[config.mk]
export PLATFORM = sky130hd
export DESIGN_NAME = cfgsp_slave
export DESIGN_NICKNAME = d
export VERILOG_FILES = /design/src/rtl/cfgsp_pkg.sv /design/src/rtl/cfgsp_decode.sv /design/src/rtl/cfgsp_fsm.sv /design/src/rtl/cfgsp_regs.sv /design/src/rtl/cfgsp_slave.sv
export SDC_FILE = /design/constraint.sdc
export NUM_CORES = 1
export LEC_CHECK = 0
export BUFFER_PORTS_ARGS = -buffer_cell sky130_fd_sc_hd__buf_4
export CAP_MARGIN = 20
export CORE_UTILIZATION = 54
export DETAILED_ROUTE_END_ITERATION = 16
export PLACE_DENSITY = 0.88
export SLEW_MARGIN = 30
export SYNTH_ARGS = -nofsm -noshare
export SYNTH_HDL_FRONTEND = slang
export SYNTH_SLANG_ARGS = --single-unit
[constraint.sdc]
create_clock -name clk -period 5.59 [get_ports clk]
set_input_delay 0.2795 -clock clk [delete_from_list [all_inputs] [get_ports clk]]
set_output_delay 0.2795 -clock clk [all_outputs]
set_load 0.01 [all_outputs]
[src/rtl/cfgsp_pkg.sv]
package cfgsp_pkg;
    typedef enum logic [2:0] {
        ST_IDLE,
        ST_WAIT_DS,
        ST_ACCESS,
        ST_ACK,
        ST_WAIT_AS
    } cyc_state_t;

    localparam logic [5:0] AM_CFG    = 6'h2F;
    localparam int         OFF_W     = 19;
    localparam logic [OFF_W-1:0] WIN_BASE = 19'h7FF63;
    localparam logic [OFF_W-1:0] ENA_OFF  = 19'h7FFFB;
    localparam int         ENA_BIT   = 4;

    function automatic logic [7:0] id_byte(input logic [OFF_W-1:0] off);
        case (off)
            19'h00013: id_byte = 8'h81;
            19'h00017: id_byte = 8'h81;
            19'h0001B: id_byte = 8'h02;
            19'h0001F: id_byte = 8'h43;
            19'h00023: id_byte = 8'h52;
            default:   id_byte = 8'h00;
        endcase
    endfunction
endpackage

[src/rtl/cfgsp_decode.sv]
module cfgsp_decode
    import cfgsp_pkg::*;
#(
    parameter int ADDR_W = 32,
    parameter int GA_W   = 5
) (
    input  logic [ADDR_W-1:1] addr,
    input  logic [5:0]        am,
    input  logic [GA_W-1:0]   slot_n,
    output logic              am_ok,
    output logic              hit
);
    localparam int SLOT_LO = OFF_W;
    localparam int HIGH_LO = OFF_W + GA_W;

    logic slot_ok;
    logic high_ok;

    always_comb begin
        am_ok   = (am == AM_CFG);
        slot_ok = (addr[HIGH_LO-1:SLOT_LO] == ~slot_n);
        high_ok = (addr[ADDR_W-1:HIGH_LO] == '0);
        hit     = am_ok && slot_ok && high_ok;
    end
endmodule

[src/rtl/cfgsp_fsm.sv]
module cfgsp_fsm
    import cfgsp_pkg::*;
(
    input  logic       clk,
    input  logic       rst_n,
    input  logic       as_n,
    input  logic [1:0] ds_n,
    input  logic       lword_n,
    input  logic       hit,
    input  logic       cyc_wr,
    output logic       capture,
    output logic       lane_take,
    output logic       do_access,
    output logic       ack_n,
    output logic       ack_oe,
    output logic       data_dir,
    output logic       data_oe_n
);
    cyc_state_t state, nxt;
    logic byte_ok;

    assign byte_ok = lword_n && ((ds_n == 2'b01) || (ds_n == 2'b10));

    always_ff @(posedge clk) begin
        if (!rst_n) state <= ST_IDLE;
        else        state <= nxt;
    end

    always_comb begin
        nxt = state;
        unique case (state)
            ST_IDLE:    if (!as_n) nxt = hit ? ST_WAIT_DS : ST_WAIT_AS;
            ST_WAIT_DS: begin
                if (as_n)               nxt = ST_IDLE;
                else if (ds_n != 2'b11) nxt = byte_ok ? ST_ACCESS : ST_WAIT_AS;
            end
            ST_ACCESS:  nxt = ST_ACK;
            ST_ACK:     if (ds_n == 2'b11) nxt = ST_WAIT_AS;
            ST_WAIT_AS: if (as_n) nxt = ST_IDLE;
            default:    nxt = ST_IDLE;
        endcase
    end

    always_comb begin
        capture   = (state == ST_IDLE) && !as_n;
        lane_take = (state == ST_WAIT_DS) && !as_n && byte_ok;
        do_access = (state == ST_ACCESS);
        ack_oe    = (state == ST_ACK);
        ack_n     = !(state == ST_ACK);
        data_dir  = (state == ST_ACK) && !cyc_wr;
        data_oe_n = !((state == ST_ACK) && !cyc_wr);
    end

    a_r8_ack_held: assert property (@(posedge clk) disable iff (!rst_n)
        (ack_oe && ds_n != 2'b11) |=> ack_oe);
    a_r8_ack_release: assert property (@(posedge clk) disable iff (!rst_n)
        (ack_oe && ds_n == 2'b11) |=> !ack_oe);
    a_r8_strobe_first: assert property (@(posedge clk) disable iff (!rst_n)
        $rose(ack_oe) |-> ($past(ds_n, 2) != 2'b11));
    a_r9_drive_on_read: assert property (@(posedge clk) disable iff (!rst_n)
        !data_oe_n |-> (ack_oe && data_dir));
    a_r10_no_reack: assert property (@(posedge clk) disable iff (!rst_n)
        (state == ST_WAIT_AS && !as_n) |=> !ack_oe);
endmodule

[src/rtl/cfgsp_regs.sv]
module cfgsp_regs
    import cfgsp_pkg::*;
#(
    parameter int WIN_BYTES = 4
) (
    input  logic                   clk,
    input  logic                   rst_n,
    input  logic                   wr_en,
    input  logic [OFF_W-1:0]       off,
    input  logic [7:0]             wdata,
    output logic [7:0]             rdata,
    output logic [WIN_BYTES*8-1:0] window,
    output logic                   enable
);
    localparam int WIN_W = WIN_BYTES * 8;

    for (genvar g = 0; g < WIN_BYTES; g++) begin : g_win
        localparam logic [OFF_W-1:0] LOC = WIN_BASE + OFF_W'(4 * g);
        logic [7:0] byte_q;
        always_ff @(posedge clk) begin
            if (!rst_n)                    byte_q <= 8'h00;
            else if (wr_en && off == LOC)  byte_q <= wdata;
        end
        assign window[(WIN_BYTES-1-g)*8 +: 8] = byte_q;
    end

    always_ff @(posedge clk) begin
        if (!rst_n)                                        enable <= 1'b0;
        else if (wr_en && off == ENA_OFF && wdata[ENA_BIT]) enable <= 1'b1;
    end

    always_comb begin
        rdata = id_byte(off);
        for (int i = 0; i < WIN_BYTES; i++) begin
            if (off == WIN_BASE + OFF_W'(4 * i))
                rdata = window[(WIN_BYTES-1-i)*8 +: 8];
        end
        if (off == ENA_OFF) begin
            rdata          = 8'h00;
            rdata[ENA_BIT] = enable;
        end
    end

    a_r6_enable_sticky: assert property (@(posedge clk) disable iff (!rst_n)
        enable |=> enable);
    a_r5_window_hold: assert property (@(posedge clk) disable iff (!rst_n)
        !wr_en |=> $stable(window));
    a_r11_reset_clears: assert property (@(posedge clk)
        !rst_n |=> (window == WIN_W'(0) && !enable));
endmodule

[src/rtl/cfgsp_slave.sv]
module cfgsp_slave
    import cfgsp_pkg::*;
#(
    parameter int ADDR_W    = 32,
    parameter int GA_W      = 5,
    parameter int DATA_W    = 16,
    parameter int WIN_BYTES = 4
) (
    input  logic                   clk,
    input  logic                   rst_n,
    input  logic                   bus_as_n,
    input  logic [1:0]             bus_ds_n,
    input  logic                   bus_write_n,
    input  logic                   bus_lword_n,
    input  logic [5:0]             bus_am,
    input  logic [ADDR_W-1:1]      bus_addr,
    input  logic [GA_W-1:0]        slot_n,
    input  logic [DATA_W-1:0]      bus_data_in,
    output logic [DATA_W-1:0]      bus_data_out,
    output logic                   bus_data_dir,
    output logic                   bus_data_oe_n,
    output logic                   bus_ack_n,
    output logic                   bus_ack_oe,
    output logic [WIN_BYTES*8-1:0] func0_window,
    output logic                   module_enable
);
    localparam int HALF = DATA_W / 2;

    logic am_ok, hit;
    logic capture, lane_take, do_access;
    logic [OFF_W-1:1] cyc_off;
    logic             cyc_wr;
    logic             cyc_odd;
    logic [7:0]       cyc_wdata;
    logic [7:0]       rd_q;
    logic [7:0]       reg_rdata;

    cfgsp_decode #(.ADDR_W(ADDR_W), .GA_W(GA_W)) decode_i (
        .addr   (bus_addr),
        .am     (bus_am),
        .slot_n (slot_n),
        .am_ok  (am_ok),
        .hit    (hit)
    );

    cfgsp_fsm fsm_i (
        .clk       (clk),
        .rst_n     (rst_n),
        .as_n      (bus_as_n),
        .ds_n      (bus_ds_n),
        .lword_n   (bus_lword_n),
        .hit       (hit),
        .cyc_wr    (cyc_wr),
        .capture   (capture),
        .lane_take (lane_take),
        .do_access (do_access),
        .ack_n     (bus_ack_n),
        .ack_oe    (bus_ack_oe),
        .data_dir  (bus_data_dir),
        .data_oe_n (bus_data_oe_n)
    );

    always_ff @(posedge clk) begin
        if (!rst_n) begin
            cyc_off   <= '0;
            cyc_wr    <= 1'b0;
            cyc_odd   <= 1'b0;
            cyc_wdata <= 8'h00;
            rd_q      <= 8'h00;
        end else begin
            if (capture) begin
                cyc_off <= bus_addr[OFF_W-1:1];
                cyc_wr  <= !bus_write_n;
            end
            if (lane_take) begin
                cyc_odd   <= (bus_ds_n == 2'b10);
                cyc_wdata <= (bus_ds_n == 2'b10) ? bus_data_in[7:0]
                                                 : bus_data_in[HALF+7:HALF];
            end
            if (do_access && !cyc_wr) rd_q <= reg_rdata;
        end
    end

    cfgsp_regs #(.WIN_BYTES(WIN_BYTES)) regs_i (
        .clk    (clk),
        .rst_n  (rst_n),
        .wr_en  (do_access && cyc_wr),
        .off    ({cyc_off, cyc_odd}),
        .wdata  (cyc_wdata),
        .rdata  (reg_rdata),
        .window (func0_window),
        .enable (module_enable)
    );

    always_comb begin
        bus_data_out = '0;
        if (!bus_data_oe_n) begin
            if (cyc_odd) bus_data_out[7:0]           = rd_q;
            else         bus_data_out[HALF+7:HALF]   = rd_q;
        end
    end

    a_r1_foreign_am: assert property (@(posedge clk) disable iff (!rst_n)
        (capture && !am_ok) |=> !bus_ack_oe ##1 !bus_ack_oe ##1 !bus_ack_oe);
    a_r2_slot_miss: assert property (@(posedge clk) disable iff (!rst_n)
        (capture && !hit) |=> !bus_ack_oe ##1 !bus_ack_oe ##1 !bus_ack_oe);
    a_r3_idle_lane_zero: assert property (@(posedge clk) disable iff (!rst_n)
        bus_data_oe_n |-> (bus_data_out == '0));
endmodule

==> impl_metrics.xml, run 1 <==
<?xml version="1.0" encoding="UTF-8"?>
<metrics>
  <group name="outcome">
    <metric name="outcome" unit="">finished clean</metric>
  </group>
  <group name="logic_synthesis">
    <metric name="yosysSeqAreaShare" unit="">0.418</metric>
    <metric name="post-synth-top-area-cell" unit="">dfxtp_1</metric>
    <metric name="yosys-top-cells-area" unit="">dfxtp_1 (42%), mux2i_1 (9.9%), nand2_1 (5.6%), nor2_1 (4.6%), a21oi_1 (3.9%)</metric>
    <metric name="yosysWarnings" unit="">0</metric>
    <metric name="syn-cell-area" unit="mm^2">0.00345</metric>
    <metric name="synth.net_count" unit="">470</metric>
    <metric name="synth_edf_count" unit="">0</metric>
    <metric name="synth_area_per_cell" unit="um^2">8.56</metric>
    <metric name="yosys_most_used_dff" unit="">dfxtp_1</metric>
    <metric name="synth.lib_cells_used.distinct" unit="">54</metric>
    <metric name="post-synth-top-count-cell" unit="">dfxtp_1</metric>
    <metric name="netlist.area_leader.share" unit="">0.418</metric>
    <metric name="count_of_state_elements_after_synthesis" unit="">72</metric>
    <metric name="postSynth.asyncResetShare" unit="">0</metric>
    <metric name="synth.cells.most_frequent" unit="">dfxtp_1 (72), nand2_1 (51), nor2_1 (42)</metric>
    <metric name="synthCells" unit="">403</metric>
  </group>
  <group name="place">
    <metric name="gpl.final_weighted_congestion" unit="">0.906</metric>
    <metric name="post-place-cells" unit="">569</metric>
    <metric name="io_buf_count" unit="">117</metric>
    <metric name="detailed_place_hpwl" unit="mm">7.03</metric>
    <metric name="placed_area" unit="mm^2">0.00435</metric>
  </group>
  <group name="cts">
    <metric name="cts_htree_levels" unit="">3</metric>
    <metric name="hold_buffers" unit="">0</metric>
    <metric name="ctsLongestPathBuffers" unit="">2</metric>
    <metric name="clk_pin_slew" unit="ps">80</metric>
    <metric name="cts_resized" unit="">0</metric>
    <metric name="cts-root-buf" unit="">clkbuf_8</metric>
    <metric name="clock_insertion_delay_worst_skew" unit="ps">350</metric>
    <metric name="numClockSinks" unit="">72</metric>
    <metric name="cts_tree" unit="">yes</metric>
    <metric name="cts.repair_timing.setup_buffer_count" unit="">0</metric>
    <metric name="cts-buffers-inserted" unit="">9</metric>
  </group>
  <group name="floorplanning">
    <metric name="floorplan.io_pins" unit="">118</metric>
    <metric name="design.die.area" unit="mm^2">0.00671</metric>
    <metric name="core-area" unit="mm^2">0.00603</metric>
    <metric name="die_height" unit="um">81.9</metric>
    <metric name="effective_utilization_at_floorplan" unit="">0.572</metric>
    <metric name="die_x" unit="um">81.9</metric>
    <metric name="fp-row-count" unit="">28</metric>
  </group>
  <group name="setup_path">
    <metric name="critical-path-top-delay-family" unit="">simple AND/OR/NAND/NOR gates</metric>
    <metric name="critical_path_s_most_frequent_cell" unit="">nor2_1</metric>
    <metric name="critical-path-max-stage-delay" unit="ps">530</metric>
    <metric name="crit_type" unit="">register to output pin</metric>
    <metric name="worst_r2r_path_depth" unit="">5</metric>
    <metric name="critical_path.startpoint_type" unit="">register</metric>
    <metric name="crit-reg2reg-capture" unit="">rd_q[5]$_SDFFE_PN0P_</metric>
    <metric name="crit_path_top_delay_cell" unit="">dfxtp_1</metric>
    <metric name="path_cells" unit="">nand3b_1 &gt; nor2_1 &gt; inv_1 &gt; nor2_1 &gt; and2_1 &gt; buf_4</metric>
    <metric name="critPathMaxFanout" unit="">12</metric>
    <metric name="worst_r2r_startpoint" unit="">cyc_odd$_SDFFE_PN0P_</metric>
    <metric name="worst_ep_arrival_time" unit="ps">2350</metric>
    <metric name="r2r_slack" unit="ps">3050</metric>
    <metric name="cp.required" unit="ps">5310</metric>
    <metric name="buf_inv_stages_crit_path" unit="">2</metric>
    <metric name="cp-end-kind" unit="">output pin</metric>
  </group>
  <group name="power">
    <metric name="p_int" unit="uW">771</metric>
    <metric name="netSwitchingPower" unit="uW">249</metric>
    <metric name="power.share.sequential" unit="">0.521</metric>
    <metric name="total_power" unit="mW">1.02</metric>
    <metric name="max-vdd-ir-drop" unit="V">0.000169</metric>
    <metric name="share_comb_of_total_power" unit="">0.080</metric>
    <metric name="clockPowerShare" unit="">0.399</metric>
    <metric name="power.switching_fraction" unit="">0.244</metric>
    <metric name="leakage_power" unit="nW">1.89</metric>
    <metric name="power.density_cell_area" unit="mW/mm^2">225</metric>
  </group>
  <group name="min_path">
    <metric name="worstHoldEndpoint" unit="">cyc_wr$_SDFFE_PN0P_</metric>
    <metric name="min_delay_path_depth" unit="">2</metric>
    <metric name="worstHoldStart" unit="">bus_write_n</metric>
    <metric name="worst_hold_path_type" unit="">input port to register</metric>
  </group>
  <group name="grt">
    <metric name="first_global_vias" unit="">3149</metric>
    <metric name="globalRoute.totalOverflow" unit="">0</metric>
    <metric name="antenna_violations_before_repair" unit="">0</metric>
    <metric name="grtUsageTotal" unit="">0.299</metric>
    <metric name="first_pass_grt_wire_length" unit="mm">15.1</metric>
    <metric name="maximum_number_of_pins_on_one_net_before_global_route_repair" unit="">70</metric>
  </group>
  <group name="layout">
    <metric name="postLayoutCoreUtil" unit="">0.754</metric>
    <metric name="stdcell_count" unit="">585</metric>
    <metric name="num_antenna_cells" unit="">0</metric>
    <metric name="finish.net_count" unit="">572</metric>
    <metric name="stdcell_area" unit="mm^2">0.00454</metric>
    <metric name="post_route_cells_drive_above_1_share" unit="">0.290</metric>
    <metric name="area_growth_syn_to_layout" unit="%">31.7</metric>
  </group>
  <group name="routing">
    <metric name="route.vias.total" unit="">3492</metric>
    <metric name="antenna_left" unit="">0</metric>
    <metric name="drt-pass1-iter-count" unit="">5</metric>
    <metric name="drt-wirelength-per-cell" unit="um">16.5</metric>
    <metric name="detailedRoute.firstIterationViolations" unit="">323</metric>
    <metric name="wl" unit="mm">9.63</metric>
    <metric name="drt_drc_violations_left" unit="">0</metric>
    <metric name="vias_per_cell" unit="">5.97</metric>
  </group>
  <group name="sta">
    <metric name="finClkSkew" unit="ps">12.3</metric>
    <metric name="slew_headroom" unit="">0.509</metric>
    <metric name="final_min_period_over_clock_period" unit="">0.470</metric>
    <metric name="final_max_slew_viol_count" unit="">0</metric>
    <metric name="setup_violations" unit="">0</metric>
    <metric name="least_margin_pin_slew" unit="ps">727</metric>
    <metric name="achievable-frequency" unit="MHz">380</metric>
    <metric name="min_period" unit="ps">2630</metric>
    <metric name="rsz_0062_raised_after_global_routing" unit="">false</metric>
    <metric name="report.final.hold_viol_count" unit="">0</metric>
    <metric name="setup_total_negative_slack" unit="ps">0</metric>
  </group>
  <group name="job">
    <metric name="cap_violations" unit="">0</metric>
  </group>
</metrics>
## state kept, by name, summed over array words and instances (netlist names)
signal,flops
regs_i.enable,1
fsm_i.state,3
cyc_odd,1
cyc_off,18
regs_i.g_win.byte_q,32
cyc_wr,1
cyc_wdata,8
rd_q,8
## worst max path at each step
stage | from | to | depth (start not counted) | slack (ps)
detailed placement | cyc_odd$_SDFFE_PN0P_ | rd_q[5]$_SDFFE_PN0P_ | 5 | 3170
finish | fsm_i.state[0]$_SDFFE_PN0P_ | bus_data_out[12] | 6 | 2960
CTS | fsm_i.state[0]$_SDFFE_PN0P_ | bus_data_out[12] | 6 | 2970
global placement | cyc_off[7]$_SDFFE_PN0P_ | regs_i.g_win[0].byte_q[6]$_SDFFE_PN0P_ | 5 | 3070
global route | fsm_i.state[0]$_SDFFE_PN0P_ | bus_data_out[15] | 6 | 2730
floorplan | fsm_i.state[0]$_SDFFE_PN0P_ | bus_data_out[10] | 6 | 3550
## per-layer routing
metal,part of all wire,track usage,vias up
met2,0.47,0.503,166
met4,0.022,0.118,0
li1,-,-,1663
met3,0.091,0.0522,25
met5,0,0,-
met1,0.41,0.378,1638
## power by group through the flow
stage                     logic (mW)  registers (mW)  clock network (mW)
after floorplan               0.0402           0.538                   0
after global placement        0.0795           0.542                   0
after detailed placement      0.0819           0.543                   0
after CTS                     0.0822           0.531               0.408
after global routing          0.0906           0.533               0.426
final                         0.0816           0.531               0.407
## kinds of logic after synthesis
| kind of cell | count (synthesis) | share of synthesized area |
|---|---|---|
| buffers and inverters | 35 | 0.0428 |
| DFF | 72 | 0.418 |
| muxes | 40 | 0.118 |
| xor gates and xnor gates | 5 | 0.0127 |
| AOI/OAI and AO/OA | 70 | 0.138 |
| and+or+nand+nor | 179 | 0.263 |
| adders and majority gates | 2 | 0.00726 |
## cells in the final DEF (no fill, tap or decap), types with 3 or more instances in the layout
master,synthesis,routed
nand3_1,20,20
nand3b_1,3,3
dfxtp_1,72,72
nand4_1,5,5
clkinvlp_4,0,3
mux2i_1,34,34
a221oi_1,3,3
a211oi_1,13,13
and2_1,9,9
a222oi_1,3,3
a2bb2oi_1,3,3
nor2_1,42,42
xor2_1,5,5
clkbuf_8,0,9
and3_1,9,9
o21ai_0,4,4
inv_1,7,6
mux2_2,6,6
nor4_1,11,10
nor3_1,8,8
nand2_1,51,51
buf_4,1,119
a21oi_1,27,27
## stage by stage
step	setup WS, ps	hold WS [ps]
2_1_floorplan	3550	375
3_3_place_gp	3070	463
3_5_place_dp	3170	466
4_1_cts	2970	109
5_1_grt	2730	118
6_report	2960	115
## layout make-up
cell class                 count  area (um^2)
clock buffer                   9          124
clock inverter                 7         71.3
fill                         468         1480
inverter                       7         28.8
multi-input combinational    296         1890
sequential                    72         1440
tap                           75         93.8
timing repair buffer         119          893
Note: power is estimated with default switching activity, not from simulation.
==> inputs of run 2 (changes only) <==
ABC_AREA = 1   (was not set)
CORE_UTILIZATION = 47   (was 54)
PLACE_DENSITY = 0.8   (was 0.88)
clock period = 2.3 ns   (was 5.59 ns; I/O delays follow)
==> run 2 against run 1 <==
Against the previous run: design area grew 11%; synthesized area is 13% higher; register-to-register slack got worse by 2600 ps; final cell count up 35%; die area increased by 29%; critical path depth grew 1; clock-buffer cell count is 1 higher; via count up 19%; flip-flop and latch count is the same; critical endpoint is now bus_data_out[11]; largest power group unchanged.
==> impl_metrics.xml, run 2 <==
<?xml version="1.0" encoding="UTF-8"?>
<metrics>
  <group name="layout">
    <metric name="post_route_cells_drive_above_1_share" unit="">0.268</metric>
    <metric name="largest_register_ffs" unit="">32</metric>
    <metric name="stdcell_count" unit="">788</metric>
    <metric name="leading_cell_type_in_the_layout_fill_and_taps_excluded" unit="">buf_4</metric>
    <metric name="mostFrequentLayoutCells" unit="">buf_4 (122), nand2_1 (85), inv_1 (75), dfxtp_1 (72), a21oi_1 (71)</metric>
    <metric name="num_antenna_cells" unit="">0</metric>
    <metric name="finish.net_count" unit="">748</metric>
    <metric name="reg_top3" unit="">regs_i.g_win.byte_q x32, cyc_off x18</metric>
    <metric name="area_growth_syn_to_layout" unit="%">29.5</metric>
    <metric name="largest-register" unit="">regs_i.g_win.byte_q</metric>
    <metric name="postLayoutCoreUtil" unit="">0.642</metric>
  </group>
  <group name="setup_path">
    <metric name="crit-reg2reg-capture" unit="">regs_i.g_win[3].byte_q[0]$_SDFFE_PN0P_</metric>
    <metric name="worst_ep_arrival_time" unit="ps">2010</metric>
    <metric name="critical_path.startpoint_type" unit="">register</metric>
    <metric name="path_cells" unit="">nand2_1 &gt; nor2_2 &gt; inv_1 &gt; nor2_1 &gt; inv_2 &gt; nor3_1 &gt; buf_4</metric>
    <metric name="critPathMaxFanout" unit="">17</metric>
    <metric name="crit_path_top_delay_cell" unit="">dfxtp_1</metric>
    <metric name="critical-path-max-stage-delay" unit="ps">390</metric>
    <metric name="crit_type" unit="">register to output pin</metric>
    <metric name="worst_r2r_startpoint" unit="">cyc_off[13]$_SDFFE_PN0P_</metric>
    <metric name="worst_r2r_path_depth" unit="">8</metric>
    <metric name="cp.required" unit="ps">2180</metric>
    <metric name="r2r_slack" unit="ps">450</metric>
    <metric name="cp-end-kind" unit="">output pin</metric>
  </group>
  <group name="sta">
    <metric name="least_margin_pin_slew" unit="ps">820</metric>
    <metric name="report.final.hold_viol_count" unit="">0</metric>
    <metric name="rsz_0062_raised_after_global_routing" unit="">false</metric>
    <metric name="min_period" unit="ps">2130</metric>
    <metric name="achievable-frequency" unit="MHz">470</metric>
    <metric name="postLayoutSetupSlackWorst" unit="ps">174</metric>
    <metric name="final_max_slew_viol_count" unit="">0</metric>
    <metric name="finClkSkew" unit="ps">9.44</metric>
    <metric name="final_min_period_over_clock_period" unit="">0.924</metric>
    <metric name="slew_headroom" unit="">0.453</metric>
    <metric name="setup_total_negative_slack" unit="ps">0</metric>
    <metric name="setup_violations" unit="">0</metric>
  </group>
  <group name="logic_synthesis">
    <metric name="yosysWarnings" unit="">0</metric>
    <metric name="yosys_most_used_dff" unit="">dfxtp_1</metric>
    <metric name="post-synth-top-area-cell" unit="">dfxtp_1</metric>
    <metric name="synth.cells.most_frequent" unit="">nand2_1 (85), inv_1 (75), dfxtp_1 (72)</metric>
    <metric name="count_of_state_elements_after_synthesis" unit="">72</metric>
    <metric name="netlist.area_leader.share" unit="">0.369</metric>
    <metric name="yosysSeqAreaShare" unit="">0.369</metric>
    <metric name="postSynth.asyncResetShare" unit="">0</metric>
    <metric name="synth_edf_count" unit="">0</metric>
    <metric name="yosys-top-cells-area" unit="">dfxtp_1 (37%), a21oi_1 (9.1%), nand2_1 (8.2%), inv_1 (7.2%), o21ai_0 (6.3%)</metric>
    <metric name="synth_area_per_cell" unit="um^2">6.87</metric>
    <metric name="post-synth-top-count-cell" unit="">nand2_1</metric>
    <metric name="syn-cell-area" unit="mm^2">0.00391</metric>
    <metric name="synth.lib_cells_used.distinct" unit="">40</metric>
    <metric name="synthCells" unit="">569</metric>
    <metric name="synth.net_count" unit="">636</metric>
  </group>
  <group name="place">
    <metric name="post-place-cells" unit="">772</metric>
    <metric name="place_ws" unit="ps">450</metric>
    <metric name="gpl.final_weighted_congestion" unit="">1.03</metric>
    <metric name="io_buf_count" unit="">117</metric>
    <metric name="detailed_place_hpwl" unit="mm">8.43</metric>
  </group>
  <group name="cts">
    <metric name="numClockSinks" unit="">72</metric>
    <metric name="hold_buffers" unit="">0</metric>
    <metric name="cts.repair_timing.setup_buffer_count" unit="">0</metric>
    <metric name="cts_tree" unit="">yes</metric>
    <metric name="cts_resized" unit="">0</metric>
    <metric name="cts_htree_levels" unit="">3</metric>
    <metric name="clock_insertion_delay_worst_skew" unit="ps">340</metric>
    <metric name="clk_pin_slew" unit="ps">80</metric>
    <metric name="ctsLongestPathBuffers" unit="">2</metric>
    <metric name="cts-root-buf" unit="">clkbuf_8</metric>
    <metric name="cts-buffers-inserted" unit="">9</metric>
  </group>
  <group name="routing">
    <metric name="drt-pass1-iter-count" unit="">7</metric>
    <metric name="detailedRoute.firstIterationViolations" unit="">338</metric>
    <metric name="vias_per_cell" unit="">5.27</metric>
    <metric name="route.vias.total" unit="">4149</metric>
    <metric name="drt_drc_violations_left" unit="">0</metric>
    <metric name="wl" unit="mm">10.7</metric>
    <metric name="antenna_left" unit="">0</metric>
    <metric name="drt-wirelength-per-cell" unit="um">13.6</metric>
  </group>
  <group name="min_path">
    <metric name="worst_hold_path_type" unit="">input port to register</metric>
    <metric name="worstHoldEndpoint" unit="">cyc_wr$_SDFFE_PN0P_</metric>
    <metric name="min_delay_path_depth" unit="">4</metric>
    <metric name="worstHoldStart" unit="">bus_write_n</metric>
  </group>
  <group name="grt">
    <metric name="antenna_violations_before_repair" unit="">0</metric>
    <metric name="first_global_vias" unit="">3749</metric>
    <metric name="grtUsageTotal" unit="">0.256</metric>
    <metric name="maximum_number_of_pins_on_one_net_before_global_route_repair" unit="">53</metric>
    <metric name="first_pass_grt_wire_length" unit="mm">17.5</metric>
    <metric name="globalRoute.totalOverflow" unit="">0</metric>
  </group>
  <group name="floorplanning">
    <metric name="effective_utilization_at_floorplan" unit="">0.496</metric>
    <metric name="floorplan.io_pins" unit="">118</metric>
    <metric name="design.die.area" unit="mm^2">0.00869</metric>
    <metric name="die_height" unit="um">93.2</metric>
    <metric name="core-area" unit="mm^2">0.00789</metric>
    <metric name="die_x" unit="um">93.2</metric>
    <metric name="fp-row-count" unit="">32</metric>
  </group>
  <group name="power">
    <metric name="total_power" unit="mW">2.96</metric>
    <metric name="power.density_cell_area" unit="mW/mm^2">585</metric>
    <metric name="leakage_power" unit="nW">2.23</metric>
    <metric name="max-vdd-ir-drop" unit="V">0.000319</metric>
  </group>
  <group name="job">
    <metric name="cap_violations" unit="">0</metric>
  </group>
  <group name="outcome">
    <metric name="outcome" unit="">finished clean</metric>
  </group>
</metrics>
run 2: cell types whose count changed after synthesis, sizes merged, moves of 8 or more:
cell and change:
nor3 +20, nor2 +26, mux2i -33, inv +78, a21oi +44, nor4 -8, nand4 +9, o21ai +50
nand3 +20, nand2 +41, clkbuf -8, and3 -8, a211oi -9, and2 -9
run 2: kinds of logic (layout without fill, tap and decap cells):
family | Yosys count | in the layout | share of synthesized area
simple gates | 250 | 250 | 0.326
flops | 72 | 72 | 0.369
mux | 1 | 1 | 0.00256
compound gates | 135 | 135 | 0.182
xor+xnor | 1 | 1 | 0.00224
fa+ha+maj | 2 | 2 | 0.00640
buf+inv | 108 | 225 | 0.111
run 2: report_power, final:
group / leakage, nW / total, mW / switching, mW / internal, mW
logic: 1.53 / 0.477 / 0.286 / 0.191
registers: 0.584 / 1.39 / 0.0762 / 1.31
clock network: 0.111 / 1.10 / 0.480 / 0.617
run 2: per-stage QoR:
step,hold WS (ps),area (um^2)
3_3_place_gp,402,4840
4_1_cts,35.2,5060
5_1_grt,55.0,5060
3_5_place_dp,400,4840
2_1_floorplan,253,3910
6_report,46.3,5060
run 2: how the worst max path moves through the flow:
stage | startpoint | end | slack (ps) | depth (start not counted)
floorplan | fsm_i.state[0]$_SDFFE_PN0P_ | bus_data_out[10] | 530 | 7
global placement | cyc_off[2]$_SDFFE_PN0P_ | rd_q[0]$_SDFFE_PN0P_ | 480 | 10
detailed placement | cyc_off[13]$_SDFFE_PN0P_ | regs_i.g_win[1].byte_q[3]$_SDFFE_PN0P_ | 450 | 9
CTS | fsm_i.state[0]$_SDFFE_PN0P_ | bus_data_out[6] | 210 | 7
global route | fsm_i.state[0]$_SDFFE_PN0P_ | bus_data_out[0] | 50 | 7
finish | fsm_i.state[0]$_SDFFE_PN0P_ | bus_data_out[11] | 170 | 7
run 2: layer usage:
layer,up-vias,share of wire,global-route usage
li1,2099,-,-
met1,1845,0.46,0.349
met2,185,0.46,0.418
met3,20,0.070,0.0317
met4,0,0.016,0.0846
met5,-,0,0
run 2: layout make-up:
cell class              count  area [um^2]
clock buffers              10          128
clock inverters             6         91.3
fillers                   697         2820
inverters                  87          328
multi-input cells         389         2030
flip-flops and latches     72         1440
well taps                 102          128
repair buffers            122          916
run 2: critical path, delay by kind of cell (launching register included):
kind / cells / cell delay (ps)
buf+inv: 3 / 460
simple gates: 4 / 830
flops: 1 / 390
